===== config.mk =====
export PLATFORM = sky130hd
export DESIGN_NAME = pulse_acc_clksel
export DESIGN_NICKNAME = d
export VERILOG_FILES = /design/src/rtl/pa_pkg.sv /design/src/rtl/pa_ctrl.sv /design/src/rtl/pa_datapath.sv /design/src/rtl/pulse_acc_clksel.sv
export SDC_FILE = /design/constraint.sdc
export NUM_CORES = 1
export LEC_CHECK = 0
export BUFFER_PORTS_ARGS = -buffer_cell sky130_fd_sc_hd__buf_4
export CAP_MARGIN = 10
export CORE_MARGIN = 2
export CORE_UTILIZATION = 29
export CTS_CLUSTER_SIZE = 20
export DETAILED_ROUTE_END_ITERATION = 7
export GPL_TIMING_DRIVEN = 1
export HOLD_SLACK_MARGIN = 0.06
export PLACE_DENSITY = 0.59
export SYNTH_ARGS = -nofsm -noshare
export SYNTH_HDL_FRONTEND = slang
export SYNTH_SLANG_ARGS = --single-unit

===== constraint.sdc =====
create_clock -name clk -period 3.7 [get_ports clk]
set_input_delay 0.555 -clock clk [delete_from_list [all_inputs] [get_ports clk]]
set_output_delay 0.555 -clock clk [all_outputs]
set_load 0.1 [all_outputs]

===== src/rtl/pa_pkg.sv =====
package pa_pkg;
  // Strobes from control to datapath, one cycle each
  typedef struct packed {
    logic accClk;   // accumulator clock enable
    logic loadCnt;  // software load of the count
    logic setEdge;  // input-flag set event
    logic clrOvf;   // overflow flag clear
    logic clrEdge;  // input flag clear
  } paStrobe_t;
endpackage


===== src/rtl/pa_ctrl.sv =====
module pa_ctrl
  import pa_pkg::*;
#(
  parameter int SYNC_STAGES = 2
) (
  input  logic       clk,
  input  logic       rstN,
  input  logic       timerEn,
  input  logic       accEn,
  input  logic [1:0] modeSel,
  input  logic       fastClr,
  input  logic       div64Tick,
  input  logic       pinIn,
  input  logic       regWr,
  input  logic       regRd,
  input  logic       regAddr,
  input  logic [1:0] flagWdata,
  output paStrobe_t  strb
);
  localparam int MSB = SYNC_STAGES - 1;

  logic [MSB:0] syncQ;
  logic         pinPrev;
  logic         pinLvl;

  generate
    if (SYNC_STAGES > 1) begin : g_multi
      always_ff @(posedge clk) begin
        if (!rstN) syncQ <= '0;
        else       syncQ <= {syncQ[MSB-1:0], pinIn};
      end
    end else begin : g_single
      always_ff @(posedge clk) begin
        if (!rstN) syncQ <= '0;
        else       syncQ <= pinIn;
      end
    end
  endgenerate

  assign pinLvl = syncQ[MSB];

  always_ff @(posedge clk) begin
    if (!rstN) pinPrev <= 1'b0;
    else       pinPrev <= pinLvl;
  end

  logic riseEv, fallEv, activeEdge, gateOn, gatedMode;
  logic clrAllowed, fastHit, wrFlags;

  always_comb begin
    riseEv     = pinLvl & ~pinPrev;
    fallEv     = ~pinLvl & pinPrev;
    // event edge and gate trailing edge share the same polarity bit
    activeEdge = modeSel[0] ? riseEv : fallEv;
    gatedMode  = modeSel[1];
    gateOn     = modeSel[0] ? ~pinLvl : pinLvl;

    strb.accClk  = accEn & (gatedMode ? (div64Tick & timerEn & gateOn) : activeEdge);
    strb.loadCnt = regWr & ~regAddr;
    strb.setEdge = accEn & activeEdge;

    clrAllowed   = timerEn | accEn;
    fastHit      = fastClr & (regWr | regRd) & ~regAddr;
    wrFlags      = ~fastClr & regWr & regAddr;
    strb.clrOvf  = clrAllowed & (fastHit | (wrFlags & flagWdata[1]));
    strb.clrEdge = clrAllowed & (fastHit | (wrFlags & flagWdata[0]));
  end
endmodule


===== src/rtl/pa_datapath.sv =====
module pa_datapath
  import pa_pkg::*;
#(
  parameter int CNT_W = 16,
  parameter int LO_W  = 8
) (
  input  logic             clk,
  input  logic             rstN,
  input  paStrobe_t        strb,
  input  logic             accEn,
  input  logic             prescTick,
  input  logic [1:0]       clkSel,
  input  logic [CNT_W-1:0] regWdata,
  output logic [CNT_W-1:0] count,
  output logic             ovfFlag,
  output logic             edgeFlag,
  output logic             cntTick
);
  logic adv, carryLo, wrap;

  always_comb begin
    adv     = strb.accClk & ~strb.loadCnt;
    carryLo = adv & (&count[LO_W-1:0]);
    wrap    = adv & (&count);
  end

  always_ff @(posedge clk) begin
    if (!rstN)             count <= '0;
    else if (strb.loadCnt) count <= regWdata;
    else if (adv)          count <= count + 1'b1;
  end

  // a set in the same cycle as a clear wins
  always_ff @(posedge clk) begin
    if (!rstN) begin
      ovfFlag  <= 1'b0;
      edgeFlag <= 1'b0;
    end else begin
      if (wrap)              ovfFlag  <= 1'b1;
      else if (strb.clrOvf)  ovfFlag  <= 1'b0;
      if (strb.setEdge)      edgeFlag <= 1'b1;
      else if (strb.clrEdge) edgeFlag <= 1'b0;
    end
  end

  always_comb begin
    cntTick = prescTick;
    if (accEn) begin
      unique case (clkSel)
        2'b00: cntTick = prescTick;
        2'b01: cntTick = adv;
        2'b10: cntTick = carryLo;
        2'b11: cntTick = wrap;
      endcase
    end
  end
endmodule


===== src/rtl/pulse_acc_clksel.sv =====
module pulse_acc_clksel
  import pa_pkg::*;
#(
  parameter int CNT_W       = 16,
  parameter int LO_W        = 8,
  parameter int SYNC_STAGES = 2
) (
  input  logic             clk,
  input  logic             rstN,
  input  logic             timerEn,
  input  logic             accEn,
  input  logic [1:0]       modeSel,
  input  logic [1:0]       clkSel,
  input  logic             fastClr,
  input  logic             prescTick,
  input  logic             div64Tick,
  input  logic             pinIn,
  input  logic             regWr,
  input  logic             regRd,
  input  logic             regAddr,
  input  logic [CNT_W-1:0] regWdata,
  output logic [CNT_W-1:0] regRdata,
  output logic             cntTick
);
  paStrobe_t        strb;
  logic [CNT_W-1:0] cntQ;
  logic             ovfQ, edgeQ;

  pa_ctrl #(.SYNC_STAGES(SYNC_STAGES)) uCtrl (
    .clk(clk), .rstN(rstN), .timerEn(timerEn), .accEn(accEn),
    .modeSel(modeSel), .fastClr(fastClr), .div64Tick(div64Tick),
    .pinIn(pinIn), .regWr(regWr), .regRd(regRd), .regAddr(regAddr),
    .flagWdata(regWdata[1:0]), .strb(strb)
  );

  pa_datapath #(.CNT_W(CNT_W), .LO_W(LO_W)) uDp (
    .clk(clk), .rstN(rstN), .strb(strb), .accEn(accEn),
    .prescTick(prescTick), .clkSel(clkSel), .regWdata(regWdata),
    .count(cntQ), .ovfFlag(ovfQ), .edgeFlag(edgeQ), .cntTick(cntTick)
  );

  assign regRdata = regAddr ? {{(CNT_W-2){1'b0}}, ovfQ, edgeQ} : cntQ;
endmodule


==> metrics.yaml <==
sta:
  setup_violations: 0
  finalHoldViolCount: 0
  timing.hold.ws_ns: 0.435
  post-route-period-util: 0.726
  finClkSkew_ns: 0.00603
  fin_crit_ns: 2.69
  finalSetupTns_ns: 0
  slew_headroom: 0.727
  tightest_slew_ns: 0.409
  rsz0062_at_grt: "no"
  slew_violations: 0
  fmaxAchievable_mhz: 372
  fin_ws_ns: 1.01
placed_design:
  routabilityCongestion: 0.757
  placed_cell_area_um2: 1700
  portBuffers: 47
  dp_slack_ns: 1.01
  dp_hpwl_um: 2420
power:
  max-vdd-ir-drop_uv: 109
  clockPowerShare: 0.272
  netSwitchingPower_mw: 0.185
  p_per_area_nw_per_um2: 317
  p_sw_frac: 0.334
  power.share.sequential: 0.455
  leakagePower_nw: 0.710
  pwr-share-comb: 0.273
  internal_power_mw: 0.369
drt:
  first_pass_iters: 4
  wirelength_um: 3230
  vias: 1269
  drcViolationCount: 0
  drtIter0Drc: 72
  ant_nets: 0
  drt-wirelength-per-cell_um: 12.6
  routed_via_density: 4.94
synthesis:
  synth_nets: 193
  yosysSeqAreaShare: 0.323
  ys_types: 39
  ys_ff_latch: 21
  yosysWarnings: 0
  yosysTopAreaCellShare: 0.323
  syn_avg_cell_area_um2: 8.09
  netlist_area_um2: 1300
  synth-async-reset-ratio: 0
  synth_edf_count: 0
  yosysMostFrequentCell: "o21ai_0"
  synthCells: 161
  synth_top_area_cell: "dfxtp_1"
  ys.flop_type: "dfxtp_1"
  synth.area.top_cells: "dfxtp_1, o21ai_0, xor2_1, nor2b_1, a21oi_1"
  synth_top_cells_by_count: "o21ai_0, dfxtp_1, a21oi_1, nor2b_1, xor2_1"
layout:
  nNetsFinal: 238
  layout-drive-gt1-share: 0.288
  antenna_cells: 0
  postLayoutCellArea_um2: 1750
  fin_util: 0.401
  syn_to_final_growth_pct: 34.1
setup_path:
  cpMostUsedCell: "buf_4"
  end_kind: "output port"
  critPathMaxFanout: 15
  path_buf_inv: 2
  slowest_stage: "or3b_4"
  slowest_delay_ns: 0.38
  reg2reg_to: "uDp.ovfFlag"
  rrSetupSlack_ns: 1.78
  critPathLaunchType: "input port"
  reg2reg_from: "uCtrl.syncQ[1]"
  r2r_cells: 5
  cp.depth: 6
  critPathTopFamily: "compound AO/OA/AOI/OAI gates"
  arrival_ns: 2.13
  path_cells: "buf_4 -> or3b_4 -> a21oi_4 -> o21ai_0 -> o31ai_2 -> buf_4"
  path_class: "input port to output port"
  worstPathRequired_ns: 3.14
floorplan:
  core_um2: 4350
  io_pins: 48
  initial_utilization: 0.299
  die_w_um: 71.0
  die_area_um2: 5040
  fp-row-count: 24
  die_h_um: 71.0
global_route:
  use_met3: 0.0299
  grt.total_usage: 0.135
  grt-ovfl-total: 0
  grt_max_degree: 34
  grt_busiest_layer: "met2"
  met1_usage: 0.177
  grt_antenna_before_repair: 0
  grt_pass1_wl_um: 5480
  grt_pass1_vias: 1236
  grt_use_met2: 0.218
hold_path:
  hold_path_depth: 1
  min_to: "uCtrl.syncQ[1]"
  hold_class: "flop to flop"
  worstHoldStart: "uCtrl.syncQ[0]"
outcome:
  outcome: "completed"
cts:
  htree_levels: 1
  clk_pin_slew_ns: 0.07
  cts_setup_buffers: 0
  cts_sinks: 21
  post_cts_resize_count: 0
  clock-root-buffer: "clkbuf_8"
  clk_path_buf_depth: 2
  tritoncts: "done"
  cts_inserted_buffers: 3
  clkLatencyLatePin_ns: 0.26
  cts_hold_buf: 0
flow_run:
  cap_violations: 0
## final cells by class
cell class	count	area, um2
multi-input cells	130	845
inverters	1	3.75
flip-flops and latches	21	420
well taps	52	65.1
repair buffers	49	368
fillers	458	2610
clock buffers	4	45.0
## stage by stage
| stage | power (mW) | std cells |
|---|---|---|
| 6_report | 0.554 | 257 |
| 5_1_grt | 0.584 | 257 |
| 4_1_cts | 0.564 | 257 |
| 3_5_place_dp | 0.410 | 253 |
| 3_3_place_gp | 0.409 | 253 |
| 2_1_floorplan | 0.360 | 161 |
## layer usage
layer / vias up / part of all wire / wire length, um
met1: 574 / 0.48 / 1550
met5: - / 0 / 0
li1: 666 / - / -
met4: 0 / 0.011 / 34
met2: 27 / 0.47 / 1500
met3: 2 / 0.043 / 140
## power groups by stage
stage	clock network, mW	registers [mW]	logic (mW)
3_5_place_dp	0	0.257	0.152
6_report	0.151	0.252	0.151
3_3_place_gp	0	0.257	0.152
5_1_grt	0.167	0.255	0.162
2_1_floorplan	0	0.254	0.106
4_1_cts	0.159	0.252	0.153
## layout by cell type, fill, tap and decap left out, types with 2 or more instances in the layout
master,count
o2111ai_1,4
o21ai_0,24
or3_1,2
nand3_1,2
and2_1,8
and3b_1,2
and3_1,3
xor2_1,12
a21oi_1,15
mux2_2,2
o211ai_1,5
a31oi_1,2
clkbuf_8,3
buf_4,49
dfxtp_1,21
xnor2_1,2
nor2_1,5
nand2b_1,2
a21boi_0,2
nor2b_1,15
nand2_1,8
## worst max path at each step
stage	slack, ns	start	end
after detailed placement	1.01	modeSel[0]	cntTick
after floorplan	0.35	modeSel[0]	cntTick
after global routing	0.89	modeSel[0]	cntTick
final	1.01	modeSel[0]	cntTick
after CTS	1.00	modeSel[0]	cntTick
after global placement	1.01	modeSel[0]	cntTick
## sequential cells by signal, summed over array words and instances, names as in the netlist
| register | flops |
|---|---|
| uDp.count | 16 |
| uCtrl.syncQ | 2 |
| uCtrl.pinPrev | 1 |
| uDp.edgeFlag | 1 |
| uDp.ovfFlag | 1 |
## cells by family (layout without fill, tap and decap cells)
logic type / count (synthesis) / in the layout / share of synthesized area
XOR/XNOR: 14 / 14 / 0.0941
AO/OA/AOI/OAI: 59 / 59 / 0.276
flip-flops: 21 / 21 / 0.323
adder cells (fa/ha/maj): 1 / 1 / 0.00960
buffers and inverters: 10 / 54 / 0.0327
AND/OR/NAND/NOR: 53 / 53 / 0.240
multiplexers: 3 / 3 / 0.0250
No activity file was read; power rests on OpenSTA's default activity.
